`config.mk`:
```
export PLATFORM = sky130hd
export DESIGN_NAME = clkgen_ctrl
export DESIGN_NICKNAME = d
export VERILOG_FILES = /design/src/rtl/clkgen_pkg.sv /design/src/rtl/clkgen_regs.sv /design/src/rtl/clkgen_align.sv /design/src/rtl/clkgen_lock.sv /design/src/rtl/clkgen_divider.sv /design/src/rtl/clkgen_ctrl.sv
export SDC_FILE = /design/constraint.sdc
export NUM_CORES = 1
export LEC_CHECK = 0
export BUFFER_PORTS_ARGS = -buffer_cell sky130_fd_sc_hd__buf_2
export CORE_ASPECT_RATIO = 1.5
export CORE_MARGIN = 2
export CORE_UTILIZATION = 53
export CTS_CLUSTER_DIAMETER = 40
export DETAILED_ROUTE_END_ITERATION = 10
export PLACE_DENSITY = 0.8
export SETUP_SLACK_MARGIN = 0.05
export SYNTH_ARGS = -nofsm -noshare
export SYNTH_HDL_FRONTEND = slang
export SYNTH_HIERARCHICAL = 1
export SYNTH_SLANG_ARGS = --single-unit
export TNS_END_PERCENT = 5
```
`constraint.sdc`:
```
create_clock -name clk -period 2.2 [get_ports clk]
set_input_delay 0.11 -clock clk [delete_from_list [all_inputs] [get_ports clk]]
set_output_delay 0.11 -clock clk [all_outputs]
set_load 0.03 [all_outputs]
```
`src/rtl/clkgen_pkg.sv`:
```
package clkgen_pkg;
  // Register byte offsets
  localparam int CTRL_OFF = 'h100;
  localparam int MULT_OFF = 'h110;
  localparam int DIV_BASE = 'h118;
  localparam int CMD_OFF  = 'h138;
  localparam int STAT_OFF = 'h13C;

  // Control word layout
  localparam int CTRL_W    = 9;
  localparam int B_PLLSEL  = 0;
  localparam int B_PWRDN   = 1;
  localparam int B_RELEASE = 3;
  localparam int B_DISABLE = 4;
  localparam int B_AUX     = 5;
  localparam int B_SRC     = 8;
  localparam logic [CTRL_W-1:0] CTRL_MASK = 9'h13B;
  localparam logic [CTRL_W-1:0] CTRL_RST  = 9'h012;

  // Divider word layout
  localparam int DIV_ON_BIT = 15;
endpackage

```
`src/rtl/clkgen_regs.sv`:
```
module clkgen_regs
  import clkgen_pkg::*;
#(
  parameter int ADDR_W  = 12,
  parameter int DATA_W  = 32,
  parameter int MULT_W  = 5,
  parameter int DIV_W   = 5,
  parameter int NUM_DIV = 2
) (
  input  logic                           clk,
  input  logic                           rst,
  input  logic                           wr_en,
  input  logic                           rd_en,
  input  logic [ADDR_W-1:0]              addr,
  input  logic [DATA_W-1:0]              wdata,
  output logic [DATA_W-1:0]              rdata,
  input  logic                           busy,
  output logic                           go,
  output logic [CTRL_W-1:0]              ctrl,
  output logic [MULT_W-1:0]              mult,
  output logic [NUM_DIV-1:0][DIV_W-1:0]  div_stage,
  output logic [NUM_DIV-1:0]             div_on
);
  logic [CTRL_W-1:0] ctrl_wr;
  logic [DATA_W-1:0] rd_nxt;
  logic              unused_wbits;

  assign unused_wbits = ^wdata;

  // Control write value: clearing locked operation drops the companion bit
  always_comb begin
    ctrl_wr = wdata[CTRL_W-1:0] & CTRL_MASK;
    if (!ctrl_wr[B_PLLSEL]) ctrl_wr[B_AUX] = 1'b0;
  end

  assign go = wr_en && (addr == ADDR_W'(CMD_OFF)) && wdata[0];

  always_ff @(posedge clk) begin
    if (rst) begin
      ctrl      <= CTRL_RST;
      mult      <= '0;
      div_stage <= '0;
      div_on    <= '0;
    end else if (wr_en) begin
      if (addr == ADDR_W'(CTRL_OFF)) ctrl <= ctrl_wr;
      if (addr == ADDR_W'(MULT_OFF)) mult <= wdata[MULT_W-1:0];
      for (int i = 0; i < NUM_DIV; i++) begin
        if (addr == ADDR_W'(DIV_BASE + 4*i)) begin
          div_stage[i] <= wdata[DIV_W-1:0];
          div_on[i]    <= wdata[DIV_ON_BIT];
        end
      end
    end
  end

  always_comb begin
    rd_nxt = '0;
    if (addr == ADDR_W'(CTRL_OFF)) rd_nxt[CTRL_W-1:0] = ctrl;
    if (addr == ADDR_W'(MULT_OFF)) rd_nxt[MULT_W-1:0] = mult;
    if (addr == ADDR_W'(STAT_OFF)) rd_nxt[0] = busy;
    for (int i = 0; i < NUM_DIV; i++) begin
      if (addr == ADDR_W'(DIV_BASE + 4*i)) begin
        rd_nxt[DIV_W-1:0]   = div_stage[i];
        rd_nxt[DIV_ON_BIT]  = div_on[i];
      end
    end
  end

  always_ff @(posedge clk) begin
    if (rst)        rdata <= '0;
    else if (rd_en) rdata <= rd_nxt;
  end
endmodule

```
`src/rtl/clkgen_align.sv`:
```
module clkgen_align #(
  parameter int ALIGN_CYC = 8
) (
  input  logic clk,
  input  logic rst,
  input  logic go,
  output logic busy,
  output logic done
);
  localparam int CNT_W = (ALIGN_CYC > 1) ? $clog2(ALIGN_CYC) : 1;
  logic [CNT_W-1:0] cnt;

  assign done = busy && (cnt == '0);

  always_ff @(posedge clk) begin
    if (rst) begin
      busy <= 1'b0;
      cnt  <= '0;
    end else if (busy) begin
      if (cnt == '0) busy <= 1'b0;
      else           cnt  <= cnt - 1'b1;
    end else if (go) begin
      busy <= 1'b1;
      cnt  <= CNT_W'(ALIGN_CYC - 1);
    end
  end
endmodule

```
`src/rtl/clkgen_lock.sv`:
```
module clkgen_lock #(
  parameter int LOCK_CYC = 64
) (
  input  logic clk,
  input  logic rst,
  input  logic released,
  output logic locked
);
  localparam int CNT_W = $clog2(LOCK_CYC + 1);
  logic [CNT_W-1:0] cnt;

  always_ff @(posedge clk) begin
    if (rst || !released) begin
      cnt    <= '0;
      locked <= 1'b0;
    end else if (!locked) begin
      cnt <= cnt + 1'b1;
      if (cnt == CNT_W'(LOCK_CYC - 1)) locked <= 1'b1;
    end
  end
endmodule

```
`src/rtl/clkgen_divider.sv`:
```
module clkgen_divider #(
  parameter int DIV_W = 5
) (
  input  logic             clk,
  input  logic             rst,
  input  logic             on,
  input  logic             hold,
  input  logic             load,
  input  logic [DIV_W-1:0] stage,
  output logic [DIV_W-1:0] active,
  output logic             tick
);
  logic [DIV_W-1:0] cnt;

  always_ff @(posedge clk) begin
    if (rst)       active <= '0;
    else if (load) active <= stage;
  end

  always_ff @(posedge clk) begin
    if (rst || !on || hold) begin
      cnt  <= '0;
      tick <= 1'b0;
    end else if (cnt == active) begin
      cnt  <= '0;
      tick <= 1'b1;
    end else begin
      cnt  <= cnt + 1'b1;
      tick <= 1'b0;
    end
  end
endmodule

```
`src/rtl/clkgen_ctrl.sv`:
```
module clkgen_ctrl
  import clkgen_pkg::*;
#(
  parameter int ADDR_W    = 12,
  parameter int DATA_W    = 32,
  parameter int MULT_W    = 5,
  parameter int DIV_W     = 5,
  parameter int NUM_DIV   = 2,
  parameter int LOCK_CYC  = 64,
  parameter int ALIGN_CYC = 8
) (
  input  logic               clk,
  input  logic               rst,
  input  logic               wr_en,
  input  logic               rd_en,
  input  logic [ADDR_W-1:0]  addr,
  input  logic [DATA_W-1:0]  wdata,
  output logic [DATA_W-1:0]  rdata,
  output logic               pll_mode,
  output logic [MULT_W:0]    clk_ratio,
  output logic               locked,
  output logic [NUM_DIV-1:0] div_tick
);
  logic [CTRL_W-1:0]             ctrl;
  logic [MULT_W-1:0]             mult;
  logic [NUM_DIV-1:0][DIV_W-1:0] div_stage;
  logic [NUM_DIV-1:0][DIV_W-1:0] div_active;
  logic [NUM_DIV-1:0]            div_on;
  logic                          go;
  logic                          busy;
  logic                          align_done;
  logic                          released;
  logic                          mode_nxt;
  logic                          unused_ctrl;

  assign unused_ctrl = ctrl[B_SRC] ^ ctrl[B_AUX] ^ ctrl[2] ^ ctrl[6] ^ ctrl[7];

  clkgen_regs #(
    .ADDR_W(ADDR_W), .DATA_W(DATA_W), .MULT_W(MULT_W),
    .DIV_W(DIV_W), .NUM_DIV(NUM_DIV)
  ) u_regs (
    .clk(clk), .rst(rst), .wr_en(wr_en), .rd_en(rd_en), .addr(addr),
    .wdata(wdata), .rdata(rdata), .busy(busy), .go(go), .ctrl(ctrl),
    .mult(mult), .div_stage(div_stage), .div_on(div_on)
  );

  clkgen_align #(.ALIGN_CYC(ALIGN_CYC)) u_align (
    .clk(clk), .rst(rst), .go(go), .busy(busy), .done(align_done)
  );

  assign released = ctrl[B_RELEASE] && !ctrl[B_PWRDN];

  clkgen_lock #(.LOCK_CYC(LOCK_CYC)) u_lock (
    .clk(clk), .rst(rst), .released(released), .locked(locked)
  );

  for (genvar k = 0; k < NUM_DIV; k++) begin : g_div
    clkgen_divider #(.DIV_W(DIV_W)) u_div (
      .clk(clk), .rst(rst), .on(div_on[k]), .hold(busy), .load(align_done),
      .stage(div_stage[k]), .active(div_active[k]), .tick(div_tick[k])
    );
  end

  assign mode_nxt = ctrl[B_PLLSEL] && !ctrl[B_DISABLE] && locked && released;

  always_ff @(posedge clk) begin
    if (rst) begin
      pll_mode  <= 1'b0;
      clk_ratio <= (MULT_W+1)'(1);
    end else begin
      pll_mode  <= mode_nxt;
      clk_ratio <= mode_nxt ? ((MULT_W+1)'(mult) + 1'b1) : (MULT_W+1)'(1);
    end
  end
endmodule

```
==> results.md, run 1 <==
Synthesis:
- Averaged over all synthesized cells, the footprint is ~9.5 um2.
- Synthesis handed over a netlist of around 360 instances.
- Yosys printed 6 warnings.
- After synthesis the cells add up to between 3000 and 4000 um2.

Layout:
- The fraction of the core area covered by cells at the end of the flow is 0.6201.
- The fill cell instance count of the final layout is 537.
- The footprint of the multi-input gates is about 1800 um2.
- The number of antenna diodes in the final layout is 0.
- The top cell types in the final layout, fill and taps aside, are sky130_fd_sc_hd__dfxtp_1, sky130_fd_sc_hd__nor2_1, sky130_fd_sc_hd__buf_2.
- The post-layout instance area is approximately 3800 um2.
- The post-layout instance count excluding filler cells is just under 500.
- Leaving out fill and tap cells, the most frequent cell in the layout is sky130_fd_sc_hd__dfxtp_1.
- Summing all flip-flop and latch instances after layout gives 1441 um2.
- The final net count is around 460.
- The relative area change from synthesis to final layout is 12.54%.
- The share of post-route cells with drive strength above 1 is 0.2010.

Place:
- The wire-length estimate of the detail-placed layout is 4947 um.
- The placed instances occupy a cell area of 3598 um2.
- Including well taps, the total number of placed cells is 466.
- In this run the tool buffered the top-level ports with between 40 and 50 buffer cells.
- Before CTS, the worst setup slack after placement is 0.3592 ns.
- The last weighted congestion value of the routability-driven placer is 0.8631.

STA:
- The worst hold-check slack is 0.01972 ns.
- At the pin with the least slew margin, the transition time is 0.6446 ns.
- The total count of max-transition violations in the final report is 0.
- Setup violations remaining at the end of the flow were counted as 0.
- Once routing completed, OpenROAD measured the worst setup slack at between 0.5 and 0.6 ns.
- The final-report hold violation count is 0.
- The worst clock skew is 0.009741 ns.
- The worst path in the final design needs a cycle of around 1.7 ns, including I/O delays and setup.
- Headroom to the max-slew limit came out at 0.5703.
- The fraction of the cycle the final worst path needs is 0.7559.
- Setup total negative slack on the finished layout was measured at 0 ns.
- Setup repair after global routing left no endpoint under its margin.
- The highest attainable clock frequency is roughly 600 MHz.

Worst setup path:
- The required time at the worst-slack endpoint is approximately 2.4 ns.
- Along the worst path, the maximum fanout reaches 11.
- The data arrival time at the worst-slack endpoint is approximately 1.9 ns.
- For flop-to-flop paths, the worst setup slack is about 0.54 ns.
- The endpoint identified for the worst register-to-register timing path is u_align/cnt[1].
- Traced cell by cell, the critical path runs through inv_1 -> ha_1 -> and3b_1 -> o21bai_1 -> a21oi_1.
- The logic depth of the worst register-to-register path is 5.
- The highest cell delay on the worst timing path is a little under 0.6 ns.
- The slowest library cell on the worst path is sky130_fd_sc_hd__and3b_1.
- The worst setup path is captured at a register.
- The classification of the worst setup path is register to register.
- The worst setup path is launched from a register.
- In this run the critical register-to-register path is launched from u_align/cnt[0].

Routing:
- The antenna violation net count after detailed routing is 0.
- Before antenna repair, the detailed router went through 4 iterations.
- The total via count in the routed design is between 2000 and 3000.
- After detailed routing, the average wire length per cell comes to 13.94 um.
- Summed over all layers, the routed wires come to 6719 um.
- In the routed design, unresolved DRC markers number 0.
- In this run, the number of DRC markers left after iteration 0 of detailed routing was 125.
- In the routed layout, each cell is associated on average with a via count of ~5.3.

Global routing:
- The aggregate global routing overflow is 0.
- Across every metal layer, demand over resource in global routing totals 0.1982.
- The wire length of the first global-routing pass is between 10000 and 15000 um.
- The number of global-route vias before repair is roughly 2400.
- The met2 track utilization from global routing is 0.3388.
- For this run, global-route usage on met1 was measured as 0.2326.
- The number of antenna violations at the first check in global routing came to 0.
- The most used routing layer in global routing is met2.
- For met3 alone, demand over resource in global routing was 0.03550.
- The pin count of the biggest net entering global routing is 31.

Clock network:
- The clock tree root driver cell is sky130_fd_sc_hd__clkbuf_8.
- The depth of the CTS H-tree is 3.
- The count of hold-fix buffers inserted at cts is 0.
- The TritonCTS clock tree is built.
- CTS saw 72 sinks.
- The setup fix buffers added after clock tree synthesis is 0.
- After clock tree synthesis, the repair step resized 0 gates.
- The clock slew at the register clock pins of the worst setup and hold paths is roughly 0.070 ns.
- The CTS buffer count is 9.
- The longest clock path from root to sink contains 2 buffers.
- At the later pin of the worst-skew pair, clock insertion delay measures 0.34 ns.

Floorplanning:
- The total die area is approximately 7000 um2.
- The total area inside the core boundary comes to 6175 um2.
- The number of top-level design ports is 90.
- From bottom edge to top edge, the die measures 102.1 um.
- In this run the horizontal extent of the chip is ~70 um.
- The initial utilization of the core area, before any placement, comes to 0.5510.
- The number of cell rows is 35.

Pwr:
- The worst-case IR drop observed on VDD is around 0.44 mV.
- The total power density per cell area is 688.2 nW/um2.
- The internal power is between 2 and 2.5 mW.
- The clock share of power is 0.448.
- In this run the power spent charging and discharging nets is ~0.60 mW.
- The power consumption is 2.635 mW.
- In this run the static leakage power is around 1.6 nW.
- The sequential share of power is 0.494.
- The switching share of total power is 0.2270.
- The part of the power in combinational logic is 0.057.

Worst hold path:
- The path category of the worst min-delay check is primary input to register.
- The critical hold path startpoint is wdata[8].
- The path with the worst hold slack has its endpoint at u_regs/ctrl[8].
- The number of cells on the worst hold path is 3.

Outcome:
- The flow ran to the end, and the final reports show no timing, DRC or antenna violations.

Job:
- The number of max-cap violations is 0.
==> sequential cells by signal (all words and copies together), names as in the netlist, 5 cells and up <==
name / flops
u_lock/cnt: 7
u_regs/div_stage: 10
g_div.u_div/active: 10
u_regs/mult: 5
u_regs/ctrl: 6
g_div.u_div/cnt: 10
u_regs/rdata: 8
clk_ratio: 6
==> cell type report <==
type | instances | area share
repair buffers | 45 | 0.06144
clock inverters | 5 | 0.02059
clock buffers | 11 | 0.03954
inverters | 13 | 0.01275
well taps | 74 | 0.02418
multi-input cells | 262 | 0.4650
flip-flops and latches | 72 | 0.3765
==> per-layer routing <==
metal / vias to the layer above / part of all wire
met4: 0 / 0.030
met1: 1186 / 0.41
met3: 15 / 0.054
li1: 1284 / -
met2: 86 / 0.50
met5: - / 0
==> worst max path at each step <==
stage	cells after the start	slack, ns	endpoint	from
finish	5	0.54	u_align/cnt[1]	u_align/cnt[0]
global route	5	0.36	u_align/cnt[1]	u_align/cnt[0]
CTS	5	0.54	u_align/cnt[1]	u_align/cnt[0]
detailed placement	7	0.36	u_align/cnt[2]	addr[9]
global placement	7	0.35	u_align/cnt[2]	addr[9]
floorplan	4	0.64	u_regs/ctrl[1]	addr[9]
==> power by group through the flow <==
| stage | clock, mW | sequential, mW | combinational, mW |
|---|---|---|---|
| after global placement | 0 | 1.33 | 0.148 |
| final | 1.18 | 1.30 | 0.151 |
| after floorplan | 0 | 1.33 | 0.132 |
| after CTS | 1.20 | 1.30 | 0.149 |
| after detailed placement | 0 | 1.33 | 0.149 |
| after global routing | 1.26 | 1.30 | 0.161 |
==> critical path: cells and delay by family (launching register included) <==
family	cells	cell delay, ns
compound gates	2	0.35
buf+inv	1	0.09
fa+ha+maj	1	0.20
flops	1	0.32
simple gates	1	0.59
No activity file was read; power rests on OpenSTA's default activity.
==> run 2, diff against run 1 <==
Clock period 2.2 ns to 1.55 ns, I/O delays scaled along.
==> run 2 against run 1 <==
Global-route usage rose by 0.86 points; critical path type unchanged; register-to-register slack got worse by 0.37 ns; first-iteration DRC count shrank 13%; via count grew 6.3%; die area stayed put; highest routed layer unchanged; sequential cell count stayed put; non-clock buffer count is 20 higher; largest cell class unchanged.
==> results.md, run 2 (synthesis gave the netlist of run 1 again) <==
Outcome:
- The flow ran to the end, and the final reports show no timing, DRC or antenna violations.

Layout:
- The final net count is ~480.
- Leaving out fill and tap cells, the most frequent cells in the layout are sky130_fd_sc_hd__dfxtp_1, sky130_fd_sc_hd__nor2_1, sky130_fd_sc_hd__buf_2.
- The post-layout instance count excluding filler cells is between 500 and 600.
- From synthesis to final layout, the design area changed by 18.28%.
- The most frequent standard cell in the layout excluding fill and tap cells is sky130_fd_sc_hd__dfxtp_1.
- The largest registers in the layout are g_div.u_div/active x10, g_div.u_div/cnt x10, u_regs/div_stage x10.
- The count of antenna diodes in the layout is 0.
- The share of post-route cells with drive strength above 1 is 0.2313.
- The post-layout instance area is 4024 um2.

Clock network:
- TritonCTS built the clock tree.
- CTS built an H-tree with a depth of 3.
- The CTS buffer count is 9.
- After clock tree synthesis, the clock-pin slew on the worst setup and hold paths is around 0.08 ns.
- Counting every sink on the clock net gives just over 70.
- The clock latency on the worst-skew pair is roughly 0.35 ns.
- The clock tree root driver cell is sky130_fd_sc_hd__clkbuf_8.
- The clock passes through at most 2 buffers.

Pwr:
- Of the total power, the share spent switching nets is 0.2269.
- The sequential share of power is 0.470.
- The clock share of power is 0.469.
- The part of the power in combinational logic is 0.061.
- The internal power is a little over 3 mW.
- The leakage power total is between 1.5 and 2 nW.
- For this design the total switching power over the nets is ~0.89 mW.
- VDD sags by at most a little under 1 mV.
- Overall power consumption after layout is estimated at between 3 and 4 mW.
- Power spread over the standard cell area amounts to ~1000 nW/um2.

Worst hold path:
- The worst hold path terminates at u_regs/mult[3].
- The number of cells on the worst hold path is 3.
- The path category of the worst min-delay check is primary input to register.
- The startpoint identified for the worst hold timing path is wdata[3].

Worst setup path:
- The critical path launch point type is a register.
- The origin of the critical flop-to-flop path is u_align/cnt[0].
- The critical path is of the register to register type.
- The capture instance of the worst register-to-register path is g_div[0].u_div/active[3].
- The slack of the worst reg-to-reg path is about 0.17 ns.
- The category of the worst setup path capture point is a register.
- The data arrival time at the worst-slack endpoint is approximately 1.6 ns.
- The logic depth of the worst register-to-register path is 6.
- Of all nets on the critical path, the largest fanout is 10.
- At the worst endpoint, the required time is around 1.8 ns.

Floorplanning:
- The placeable core region is between 6000 and 7000 um2.
- The starting density of the core is 0.5510.
- The floorplan step defined a die boundary enclosing slightly above 7000 um2.
- For this design the top-level I/O count stands at 90.
- The floorplan step set the die height to between 100 and 150 um.
- Measured along the x axis, the die boundary spans 69.42 um.
- The floorplan has 35 rows.

STA:
- The clock period could shrink to 1.382 ns.
- After routing, the total negative slack on setup checks comes to 0 ns.
- For this run, the top clock speed supported by timing is about 720 MHz.
- The worst clock skew is about 0.0063 ns.
- The final-report hold violation count is 0.
- Setup violations remaining at the end of the flow were counted as 0.
- In the finished design, the share of the clock period the worst path needs comes to 0.8917.
- The total count of max-transition violations in the final report is 0.
- Setup repair after global routing left no endpoint under its margin.
- The worst hold-check slack is 0.03455 ns.

Routing:
- For this run, design rule violations remaining after detail routing come to 0.
- The antenna violation net count after detailed routing is 0.
- Detailed routing inserted a total of 2734 vias.
- The routed design has a little over 7000 um of wire.
- The number of violations reported at the end of detailed-routing iteration 0 is about 110.
- The detail-routed via count per cell is 5.446.
- Before antenna repair, the detailed router went through 4 iterations.
- The routed length per instance is roughly 14 um.

Global routing:
- The pin count of the biggest net entering global routing is 21.
- The aggregate global routing overflow is 0.
- The first global-routing pass estimated ~12000 um of wire.
- The number of antenna violations at the first check in global routing is 0.
- The number of global-route vias before repair is 2487.
- The global-route usage over all layers is 0.2068.

Place:
- Once placement finished, the instance area stood at ~3700 um2.
- At the end of routability-driven placement, the weighted congestion stood at 0.9618.
- The sum of net half-perimeters after detailed placement is roughly 5300 um.
- The placed cell count is between 400 and 500.
- The count of port buffers added during placement is between 40 and 50.

Job:
- The number of max-cap violations is 0.
[run 2: cell types whose count changed in the layout (fill, tap and decap cells not counted), sizes merged]
cell,delta
clkinvlp,+1
clkbuf,-1
clkinv,-2
inv,+1
bufinv,+1
buf,+17
dlygate4sd3,+3
[run 2: metrics by stage]
stage          utilization  setup WS, ns
6_report            0.6517        0.1678
5_1_grt             0.6517       0.06640
4_1_cts             0.6517        0.1854
3_5_place_dp        0.6059      -0.07861
3_3_place_gp        0.6059      -0.06914
2_1_floorplan            -       0.05656
[run 2: how the worst max path moves through the flow]
| stage | slack, ns | depth (start not counted) | end | startpoint |
|---|---|---|---|---|
| detailed placement | -0.08 | 6 | u_regs/rdata[4] | addr[9] |
| floorplan | 0.06 | 5 | u_regs/ctrl[1] | addr[5] |
| finish | 0.17 | 6 | g_div[0].u_div/active[3] | u_align/cnt[0] |
| global placement | -0.07 | 6 | u_regs/rdata[4] | addr[9] |
| CTS | 0.19 | 6 | g_div[0].u_div/active[3] | u_align/cnt[0] |
| global route | 0.07 | 6 | g_div[0].u_div/active[3] | u_align/cnt[0] |
[run 2: area by class of cell]
type / instances / area [um2]
sequential: 72 / 1441
tap: 74 / 92.59
timing repair buffer: 65 / 405.4
fill: 482 / 2151
clock inverter: 6 / 115.1
clock buffer: 10 / 137.6
multi-input combinational: 262 / 1783
inverter: 13 / 48.80
[run 2: critical path, stage by stage (launching register included)]
cell and delay [ns]:
sky130_fd_sc_hd__dfxtp_1 0.32, sky130_fd_sc_hd__inv_1 0.09, sky130_fd_sc_hd__ha_1 0.19, sky130_fd_sc_hd__and3b_1 0.24
sky130_fd_sc_hd__buf_12 0.16, sky130_fd_sc_hd__mux2i_1 0.22, sky130_fd_sc_hd__nor2_1 0.05
[run 2: repair_timing]
| action | in CTS | in global routing |
|---|---|---|
| setup buffers | 0 | 0 |
| hold endpoints to repair | 3 | 0 |
| hold buffers | 3 | 0 |
| gates resized for setup | 0 | 0 |
[run 2: power by group through the flow]
stage	registers, mW	clock network (mW)	logic (mW)
after global placement	1.89	0	0.225
after global routing	1.85	1.95	0.255
after CTS	1.85	1.88	0.236
after floorplan	1.89	0	0.192
after detailed placement	1.89	0	0.229
final	1.85	1.85	0.239
[run 2: metal layers]
layer,GRT usage,vias up,wire [um]
li1,-,1322,-
met1,0.2285,1298,2811
met2,0.3743,100,3689
met3,0.05030,14,381
met4,0.09653,0,161
met5,0,-,0
==> run 3, diff against run 2 <==
Settings changed: CORE_UTILIZATION 53 to 57, PLACE_DENSITY 0.8 to 0.85.
Clock period 1.55 ns to 1.7 ns, I/O delays scaled along.
==> run 3 against run 2 <==
Sequential power decreased by 9%; critical endpoint is now u_regs/rdata[0]; sequential cell count unchanged; clock skew about the same; via count decreased by 2.4%; global-route usage increased by 2.1 points; largest power group unchanged; largest cell class unchanged; cell count decreased by 2.4%.
==> results.md, run 3 (synthesis gave the netlist of run 1 again) <==
Outcome:
- The flow ran to the end, and the final reports show no timing, DRC or antenna violations.

Routing:
- Across all layers, the routed design uses around 2700 vias.
- The detail-routed via count per cell is approximately 5.4.
- The number of remaining DRC errors is 0.
- The count of nets left with antenna violations once routing finished came out at 0.
- The detailed-routing iteration count for the pre-antenna-repair pass is 5.
- For this block, the routed nets add up to roughly 7000 um of wire.
- For this block, the initial DRC count from the detailed router was 100.
- The routed length per instance is 14.23 um.

Floorplanning:
- The core region is ~5800 um2.
- The starting density of the core is 0.5880.
- In this run the count of I/O pins placed on the die edge is 90.
- In this run the horizontal extent of the chip is approximately 67 um.
- The die outline height is roughly 100 um.
- The floorplan step defined a die boundary enclosing 6615 um2.
- The number of cell rows is 34.

Worst setup path:
- The classification of the worst setup path is register to register.
- STA puts the critical path data arrival time at 1.70 ns.
- On the worst path, the slowest cell contributes a delay of between 0.4 and 0.5 ns.
- The slowest library cell on the worst path is sky130_fd_sc_hd__dfxtp_1.
- The worst setup path is launched from a register.
- The critical-path maximum fanout is 6.
- Data on the critical path is required at its endpoint by around 2.0 ns.
- The critical path goes through mux2i_1 -> or4_1 -> a32o_1 -> o21ai_0.
- The worst setup path is captured at a register.
- The slack of the worst reg-to-reg path is 0.28 ns.
- For the worst flop-to-flop path, the logic depth is 4.

STA:
- For the final routed database, the setup TNS stands at 0 ns.
- The number of setup violations in the final report is 0.
- The worst clock skew is 0.006712 ns.
- After layout, the worst setup slack is roughly 0.28 ns.
- The relative max-transition margin is 0.6286.
- Across all hold checks on the routed design, the worst slack comes to roughly 0.032 ns.
- The worst-margin pin slew is between 0.5 and 0.6 ns.
- The final-report hold violation count was 0.
- The total count of max-transition violations in the final report is 0.
- Of the available clock period, the critical path in the final layout requires 0.8379.
- Setup repair after global routing left no endpoint under its margin.
- The minimum clock period after layout is 1.424 ns.
- The highest attainable clock frequency is 702.1 MHz.

Clock network:
- The number of resized instances in the post-cts repair step is 0.
- No sink is reached through more buffers than the 2 on the longest clock path.
- The CTS buffer count is 9.
- The TritonCTS clock tree is built.
- The count of hold-fix buffers inserted at cts is 1.
- The clock latency on the worst-skew pair is between 0.3 and 0.4 ns.
- The total clock sinks is 72.
- The clock slew at the register clock pins of the worst setup and hold paths is approximately 0.070 ns.
- Clock tree synthesis selected as its root buffer the cell sky130_fd_sc_hd__clkbuf_8.
- The setup fix buffers added after clock tree synthesis is 0.
- The H-tree was split into 3 levels.

Layout:
- The number of antenna diodes in the final layout is 0.
- Once layout is complete, the utilization of the core stands at 0.6691.
- The finished cells cover slightly below 4000 um2.
- The largest registers in the layout are g_div.u_div/active x10, g_div.u_div/cnt x10, u_regs/div_stage x10.
- The library cell used most frequently in the layout, excluding fill and tap cells, is sky130_fd_sc_hd__dfxtp_1.
- Of the cells placed in the final design, the portion with a size suffix greater than 1 is 0.2153.
- The fill cell instance count of the final layout is between 400 and 500.
- The register area is between 1000 and 1500 um2.
- The multi-input combinational cells in the finished layout cover a total of 1780 um2.
- In the layout the commonest cells are sky130_fd_sc_hd__dfxtp_1, sky130_fd_sc_hd__nor2_1, sky130_fd_sc_hd__buf_2.
- Compared with the post-synthesis result, the final layout area differs by 13.79%.
- After the last flow step, the layout net total stands at around 470.
- After the flow finishes, the layout carries non-filler instances totaling 490.

Place:
- The instance area at placement is 3664 um2.
- The count of port buffers added during placement is between 40 and 50.
- The pre-CTS setup slack is 0.01448 ns.
- The placed cell count is between 400 and 500.
- The last weighted congestion value of the routability-driven placer is ~0.90.
- The HPWL after detailed placement is between 5000 and 6000 um.

Pwr:
- Summing internal, switching and leakage power gives 3.223 mW.
- The analysis attributes to cell leakage a power of 1.658 nW.
- The worst vdd rail ir drop is 0.6462 mV.
- Power spread over the standard cell area amounts to between 800 and 900 nW/um2.

Global routing:
- The number of antenna violations at the first check in global routing came to 0.
- Entering global routing, the biggest net connects 32 pins.
- The global-route usage over all layers is 0.2281.
- The wire length of the first global-routing pass is around 12000 um.
- The aggregate global routing overflow is 0.
- The number of global-route vias before repair is 2504.

Worst hold path:
- The worst hold path passes through 3 cells.
- The path category of the worst min-delay check is primary input to register.

Job:
- Max-cap violations in this run came to 0.
-- run 3: changes by cell type in the layout (fill, tap and decap cells not counted), moves of 2 or more --
cell and delta:
sky130_fd_sc_hd__buf_4 -7, sky130_fd_sc_hd__bufinv_16 -2, sky130_fd_sc_hd__clkinv_2 +2, sky130_fd_sc_hd__dlygate4sd3_1 -2
-- run 3: final timing paths --
check             startpoint               to
max           u_regs/mult[0]  u_regs/rdata[0]
min                 wdata[5]   u_regs/ctrl[5]
min reg2reg  u_regs/rdata[5]  u_regs/rdata[5]
max reg2reg   u_regs/mult[0]  u_regs/rdata[0]
-- run 3: where the power goes --
| group | switching, mW | internal [mW] | total [mW] |
|---|---|---|---|
| clock network | 0.620 | 0.715 | 1.34 |
| registers | 0.0000777 | 1.69 | 1.69 |
| logic | 0.149 | 0.0525 | 0.202 |
-- run 3: cell type report --
class | count | area share
Multi-Input combinational cell | 262 | 0.4599
Sequential cell | 72 | 0.3723
Timing Repair Buffer | 55 | 0.08080
Clock buffer | 11 | 0.03652
Tap cell | 72 | 0.02327
Clock inverter | 5 | 0.01454
Inverter | 13 | 0.01261
-- run 3: worst max-delay path, delay by kind of cell, from the launching register on --
family	cells	cell delay, ns
AOI/OAI and AO/OA	2	0.34
DFF	1	0.44
muxes	1	0.14
and+or+nand+nor	1	0.42
-- run 3: layer usage --
metal  GRT usage  part of all wire
met2      0.3899              0.53
met3     0.05594             0.046
met1      0.2537              0.39
met5           0                 0
met4      0.1193             0.033
